File: src/rtl/ppi_pkg.sv
package ppi_pkg;
  localparam logic [2:0] MD_SPP  = 3'b000;
  localparam logic [2:0] MD_BIDI = 3'b001;
  localparam logic [2:0] MD_PFIFO = 3'b010;
  localparam logic [2:0] MD_ECP  = 3'b011;
  localparam logic [2:0] MD_TEST = 3'b110;
  localparam logic [2:0] MD_CFG  = 3'b111;

  localparam int OFS_DATA = 'h000;
  localparam int OFS_STAT = 'h001;
  localparam int OFS_CTRL = 'h002;
  localparam int OFS_FIFO = 'h400;
  localparam int OFS_CFGB = 'h401;
  localparam int OFS_ECR  = 'h402;

  typedef enum logic [3:0] {
    SEL_NONE, SEL_DATA, SEL_STAT, SEL_CTRL, SEL_FCMD,
    SEL_FDAT, SEL_CFGA, SEL_CFGB, SEL_ECR
  } sel_t;
endpackage

File: src/rtl/ppi_fifo.sv
module ppi_fifo #(
  parameter int DEPTH = 16,
  parameter int W     = 9
) (
  input  logic         clk,
  input  logic         rst,
  input  logic         clr,
  input  logic         push,
  input  logic         pop,
  input  logic [W-1:0] wdata,
  output logic [W-1:0] head,
  output logic         empty,
  output logic         full
);
  localparam int PW = (DEPTH > 1) ? $clog2(DEPTH) : 1;
  localparam int CW = PW + 1;

  logic [W-1:0]  mem [DEPTH];
  logic [PW-1:0] wp, rp;
  logic [CW-1:0] cnt;
  logic          push_ok, pop_ok;

  assign empty   = (cnt == '0);
  assign full    = (cnt == CW'(DEPTH));
  assign push_ok = push && !full && !clr;
  assign pop_ok  = pop && !empty && !clr;
  assign head    = mem[rp];

  always_ff @(posedge clk) begin
    if (push_ok) mem[wp] <= wdata;
  end

  always_ff @(posedge clk) begin
    if (rst || clr) begin
      wp  <= '0;
      rp  <= '0;
      cnt <= '0;
    end else begin
      if (push_ok) wp <= (wp == PW'(DEPTH - 1)) ? '0 : wp + 1'b1;
      if (pop_ok)  rp <= (rp == PW'(DEPTH - 1)) ? '0 : rp + 1'b1;
      case ({push_ok, pop_ok})
        2'b10:   cnt <= cnt + 1'b1;
        2'b01:   cnt <= cnt - 1'b1;
        default: cnt <= cnt;
      endcase
    end
  end

  AST_CNT_RANGE: assert property (@(posedge clk) disable iff (rst)
    cnt <= CW'(DEPTH));
  AST_NO_OVERFLOW: assert property (@(posedge clk) disable iff (rst)
    full && push && !pop && !clr |=> full);
  AST_NO_UNDERFLOW: assert property (@(posedge clk) disable iff (rst)
    empty && pop && !push |=> empty);
  AST_CLR_EMPTIES: assert property (@(posedge clk) disable iff (rst)
    clr |=> empty);
endmodule

File: src/rtl/ppi_decode.sv
module ppi_decode
  import ppi_pkg::*;
#(
  parameter int ADDR_W = 11
) (
  input  logic [ADDR_W-1:0] addr,
  input  logic [2:0]        mode,
  output sel_t              sel
);
  always_comb begin
    sel = SEL_NONE;
    if (addr == ADDR_W'(OFS_DATA)) begin
      if (mode == MD_SPP || mode == MD_BIDI) sel = SEL_DATA;
      else if (mode == MD_ECP)               sel = SEL_FCMD;
    end else if (addr == ADDR_W'(OFS_STAT)) begin
      sel = SEL_STAT;
    end else if (addr == ADDR_W'(OFS_CTRL)) begin
      sel = SEL_CTRL;
    end else if (addr == ADDR_W'(OFS_FIFO)) begin
      if (mode == MD_PFIFO || mode == MD_ECP || mode == MD_TEST) sel = SEL_FDAT;
      else if (mode == MD_CFG)                                    sel = SEL_CFGA;
    end else if (addr == ADDR_W'(OFS_CFGB)) begin
      if (mode == MD_CFG) sel = SEL_CFGB;
    end else if (addr == ADDR_W'(OFS_ECR)) begin
      sel = SEL_ECR;
    end
  end
endmodule

File: src/rtl/ppi_regfront.sv
module ppi_regfront
  import ppi_pkg::*;
#(
  parameter int          ADDR_W = 11,
  parameter int          DEPTH  = 16,
  parameter logic [7:0]  CFG_A  = 8'h10
) (
  input  logic              clk,
  input  logic              rst,
  input  logic [ADDR_W-1:0] addr,
  input  logic              wr_en,
  input  logic              rd_en,
  input  logic [7:0]        wdata,
  output logic [7:0]        rdata,
  input  logic [7:0]        status_in,
  output logic [7:0]        ctrl_out,
  output logic [7:0]        data_out,
  output logic [8:0]        eng_head,
  output logic              eng_empty,
  output logic              eng_full,
  input  logic              eng_pop,
  input  logic              eng_push,
  input  logic [7:0]        eng_wdata
);
  sel_t       sel;
  logic [2:0] mode_q;
  logic [2:0] ecr_spare_q;
  logic [7:0] cfgb_q;
  logic       fifo_sel, host_push, host_pop, mode_chg;
  logic       f_push, f_pop;
  logic [8:0] f_wdata;
  logic [7:0] rd_val;

  ppi_decode #(.ADDR_W(ADDR_W)) u_dec (
    .addr(addr), .mode(mode_q), .sel(sel)
  );

  assign fifo_sel  = (sel == SEL_FCMD) || (sel == SEL_FDAT);
  assign host_push = wr_en && fifo_sel;
  assign host_pop  = rd_en && fifo_sel;
  assign mode_chg  = wr_en && (sel == SEL_ECR) && (wdata[7:5] != mode_q);
  assign f_push    = host_push || eng_push;
  assign f_pop     = host_pop || eng_pop;
  assign f_wdata   = host_push ? {(sel == SEL_FCMD), wdata} : {1'b0, eng_wdata};

  ppi_fifo #(.DEPTH(DEPTH), .W(9)) u_fifo (
    .clk(clk), .rst(rst), .clr(mode_chg), .push(f_push), .pop(f_pop),
    .wdata(f_wdata), .head(eng_head), .empty(eng_empty), .full(eng_full)
  );

  always_ff @(posedge clk) begin
    if (rst) begin
      mode_q      <= MD_SPP;
      ecr_spare_q <= '0;
      cfgb_q      <= '0;
      ctrl_out    <= '0;
      data_out    <= '0;
    end else if (wr_en) begin
      case (sel)
        SEL_DATA: data_out <= wdata;
        SEL_CTRL: ctrl_out <= wdata;
        SEL_CFGB: cfgb_q   <= wdata;
        SEL_ECR: begin
          mode_q      <= wdata[7:5];
          ecr_spare_q <= wdata[4:2];
        end
        default: ;
      endcase
    end
  end

  always_comb begin
    case (sel)
      SEL_DATA:           rd_val = data_out;
      SEL_STAT:           rd_val = status_in;
      SEL_CTRL:           rd_val = ctrl_out;
      SEL_FCMD, SEL_FDAT: rd_val = eng_empty ? 8'hFF : eng_head[7:0];
      SEL_CFGA:           rd_val = CFG_A;
      SEL_CFGB:           rd_val = cfgb_q;
      SEL_ECR:            rd_val = {mode_q, ecr_spare_q, eng_full, eng_empty};
      default:            rd_val = 8'hFF;
    endcase
  end

  always_ff @(posedge clk) begin
    if (rst)        rdata <= '0;
    else if (rd_en) rdata <= rd_val;
  end

  AST_UNMAPPED_FF: assert property (@(posedge clk) disable iff (rst)
    rd_en && sel == SEL_NONE |=> rdata == 8'hFF);
  AST_CFGA_CONST: assert property (@(posedge clk) disable iff (rst)
    rd_en && sel == SEL_CFGA |=> rdata == CFG_A);
  AST_STATUS_LIVE: assert property (@(posedge clk) disable iff (rst)
    rd_en && sel == SEL_STAT |=> rdata == $past(status_in));
  AST_MODE_FLUSH: assert property (@(posedge clk) disable iff (rst)
    mode_chg |=> eng_empty);
  AST_RDATA_HOLD: assert property (@(posedge clk) disable iff (rst)
    !rd_en |=> $stable(rdata));
endmodule

File: config.mk
export PLATFORM = sky130hd
export DESIGN_NAME = ppi_regfront
export DESIGN_NICKNAME = d
export VERILOG_FILES = /design/src/rtl/ppi_pkg.sv /design/src/rtl/ppi_fifo.sv /design/src/rtl/ppi_decode.sv /design/src/rtl/ppi_regfront.sv
export SDC_FILE = /design/constraint.sdc
export NUM_CORES = 1
export LEC_CHECK = 0
export BUFFER_PORTS_ARGS = -buffer_cell sky130_fd_sc_hd__buf_4
export CAP_MARGIN = 40
export CORE_MARGIN = 3
export CORE_UTILIZATION = 32
export CTS_BUF_LIST = sky130_fd_sc_hd__clkbuf_16
export DETAILED_ROUTE_END_ITERATION = 10
export GPL_ROUTABILITY_DRIVEN = 1
export SYNTH_ARGS = -nofsm -noshare
export SYNTH_HDL_FRONTEND = slang
export SYNTH_SLANG_ARGS = --single-unit
export TNS_END_PERCENT = 10
File: constraint.sdc
create_clock -name clk -period 10.15 [get_ports clk]
set_input_delay 2.5375 -clock clk [delete_from_list [all_inputs] [get_ports clk]]
set_output_delay 2.5375 -clock clk [all_outputs]
set_load 0.01 [all_outputs]
==> results.cfg <==
[worst_setup_path]
critPathMaxStageDelay_ns = 0.61
startpoint_type = input pin
critPathTopFamily = compound AO/OA/AOI/OAI gates
timing.critical_path.required_ns = 10.46
path_type_of_the_worst_setup_path = input pin to flop
maximum_fanout_count_along_the_critical_path = 17
sequence_of_cells_on_the_critical_path = buf_4 > or4_1 > a2111oi_4 > a21oi_2 > or2_1 > nor2_4 > inv_1 > ha_1 > xor2_1 > ha_1 > inv_1 > o21ai_0 > a21o_1 > a221oi_1 > xnor2_1 > nor2_1
critical_path.endpoint_type = flop
critPathArrivalTime_ns = 6.28
cpMaxStageDelayCell = or4_1
critical_path.n_buffers_inverters = 3

[route]
detailroute.via_count = 5373
detailedRoute.firstIterationViolations = 458
wl_mm = 20.9
detail_route.drc_violations = 0
drt-wirelength-per-cell_um = 20.4
final_antenna_net_count = 0
post_drt_via_cell_ratio = 5.25
firstDrtPassIters = 5

[floorplanning]
fp.dieArea_sq_mm = 0.0287
number_of_core_rows = 59
core_region_area_sq_mm = 0.0261
die_x_um = 169
die_y_um = 169
top_level_ports = 76
floorplan.initialDensity_pct = 32.7

[sta]
finClkSkew_ns = 0.0148
finalCritPeriodShare_pct = 58.8
aggregate_negative_setup_slack_ns = 0
rsz0062_at_grt = false
post-route-min-period_ns = 5.97
number_of_pins_exceeding_their_max_slew_limit_in_the_final_report = 0
maxSlewHeadroom_pct = 39.3
clock.fmax_mhz = 168
layout_setup_ws_ns = 4.18
timing.final.hold_violations = 0
fin_hold_ws_ns = 0.469
final-setup-viol-count = 0
worst_pin_slew_ns = 0.906

[power_and_ir_drop]
static-leakage-power_nw = 3.35
power.clock.fraction_pct = 34.8
power_frac_comb_pct = 18.3
power.density_cell_area_mw_per_mm2 = 196
switching_share_pct = 28.3
sequentialPowerShare_pct = 46.9
net_load_switching_power_mw = 0.553
cell_internal_pwr_mw = 1.40
vdd.ir_drop.worst_mv = 0.139

[place]
dp_slack_ns = 3.75
gp_routability_congestion = 0.856
place_hpwl_mm = 14.3
placement.io_buffers = 75

[grt]
grt_pass1_wl_mm = 32.1
met1_usage_pct = 21.0
global_route.overflow_total = 0
global_route.usage.met2_pct = 23.3
vias_in_the_first_global_route = 5245
grt.total_usage_pct = 14.7
grt_max_degree = 40
antenna_found_initial = 0
grt.busiest_layer = met2
global_route.usage.met3_pct = 2.82

[yosys]
async_flop_share_pct = 0
yosys.area.top_type = edfxtp_1
synth.cell_area_sq_mm = 0.00854
ys.warnings.count = 0
ys_seq_elements = 199
synthCells = 615
synth.top_cells.by_area = edfxtp_1 51%, dfxtp_1 13%, mux4_2 9.8%
synth.avg_cell_area_sq_um = 13.9
synth_edf_count = 144
synth_seq_area_share_pct = 63.5
count_of_unique_library_cells_instantiated_by_yosys = 51
yosysTopAreaCellShare_pct = 50.7
top_reg_cell_synth = edfxtp_1
syn_nets = 665

[clocking]
post_cts.repair.setup_buffers = 0
clockRootBuffer = clkbuf_16
clock_sinks = 199
h-tree-depth = 4
insertion_delay_ns = 0.43
cts.clk_slew.worst_paths_ns = 0.08
postCtsHoldBufs = 0
tritoncts = yes
cts_made_buffers = 17
post_cts_resized = 0
ctsLongestPathBuffers = 2

[finish]
count_of_inserted_antenna_diode_cells = 0
design.final.nets = 726
multiInputGateArea_sq_mm = 0.00292
n_fill_cell = 2477
area.sequential_sq_mm = 0.00543
drive_gt1_share_pct = 24.2
area.growth.synth_to_final_pct = 17.0

[status]
run_status = finished clean

[job]
max_cap_viol_count = 0

[worst_hold_path]
min_path_type = flop to flop
-- area by class of cell --
| type | count | share of cell area [%] |
|---|---|---|
| timing repair buffer | 79 | 5.94 |
| clock inverter | 15 | 1.77 |
| sequential | 199 | 54.3 |
| multi-input combinational | 371 | 29.2 |
| tap | 335 | 4.20 |
| clock buffer | 17 | 4.26 |
| inverter | 8 | 0.301 |
-- flip-flops by register name, summed over array words and instances (netlist names), named ones only --
register,cells
rdata,8
u_fifo.mem,144
mode_q,3
u_fifo.wp,4
u_fifo.rp,4
u_fifo.cnt,5
ctrl_out,8
data_out,8
cfgb_q,8
ecr_spare_q,3
-- path summary, 6_finish.rpt --
path	start	end	slack, ns	cells after the start
worst max-delay path	addr[5]	u_fifo.cnt[4]	4.18	16
worst min-delay path	cfgb_q[0]	cfgb_q[0]	0.47	2
worst max register to register	mode_q[1]	u_fifo.cnt[4]	5.95	15
worst min register to register	cfgb_q[0]	cfgb_q[0]	0.47	2
-- metrics by stage --
| stage | cell area [sq um] | std cells | util, % | power [mW] |
|---|---|---|---|---|
| after floorplan | 8540 | 615 | - | 1.16 |
| after global placement | 9390 | 992 | 35.9 | 1.30 |
| after detailed placement | 9390 | 992 | 35.9 | 1.30 |
| after CTS | 9990 | 1024 | 38.2 | 1.97 |
| after global routing | 9990 | 1024 | 38.2 | 2.04 |
| final | 9990 | 1024 | 38.2 | 1.95 |
-- routing by layer --
metal	part of all wire (%)	routed length, um
met3	4.4	913
met2	49	10300
met5	0	0
met1	45	9450
met4	1.3	274
-- cell usage after synthesis (all sizes together) (11+ instances only) --
cell type    n
edfxtp     144
o21ai       23
a22oi       17
mux2i       12
nor2        36
dfxtp       55
nand2       52
clkbuf      27
nor2b       11
nand3       35
a21oi       35
and3        18
mux4        37
-- power groups by stage --
stage / sequential [mW] / combinational (mW) / clock [mW]
2_1_floorplan: 0.926 / 0.234 / 0
3_3_place_gp: 0.935 / 0.362 / 0
3_5_place_dp: 0.935 / 0.364 / 0
4_1_cts: 0.917 / 0.365 / 0.691
5_1_grt: 0.921 / 0.393 / 0.722
6_report: 0.917 / 0.358 / 0.679
-- layout by cell type, fill, tap and decap left out, types with 3 or more instances in the layout --
cell type  netlist  routed
mux2i_1         12      12
dfxtp_1         55      54
nand2_1         52      52
a221oi_1         9       9
xor2_1           3       3
nor3_1           3       3
o22ai_1          3       3
clkinv_4         0       3
mux2_2           8       8
a31oi_1          3       3
nor2b_1         11      11
inv_6            0       3
a22oi_1         17      17
nand3_1         35      35
xnor2_1          7       7
a211oi_1        10      10
o21bai_1         8       8
o21ai_0         23      23
ha_1             9       9
nor2_1          35      35
a21oi_1         34      34
inv_1            7       7
and3_1          18      18
inv_8            0       5
buf_4            0      79
mux4_2          37      37
nand2b_1         5       5
clkbuf_16        0      17
a21o_1           3       3
edfxtp_1       144     144
-- logic make-up after synthesis --
logic type	Yosys count	share of synthesized area, %
compound gates	119	9.28
xor+xnor	10	1.03
fa+ha+maj	9	1.32
buf+inv	45	2.26
flops	199	63.5
mux	57	12.2
simple gates	176	10.3
-- worst min-delay path, delay by kind of cell (launching register included) --
family	cells	cell delay [ns]
and+or+nand+nor	1	0.05
AOI/OAI and AO/OA	1	0.06
DFF	1	0.32
Note: power is estimated with default switching activity, not from simulation.
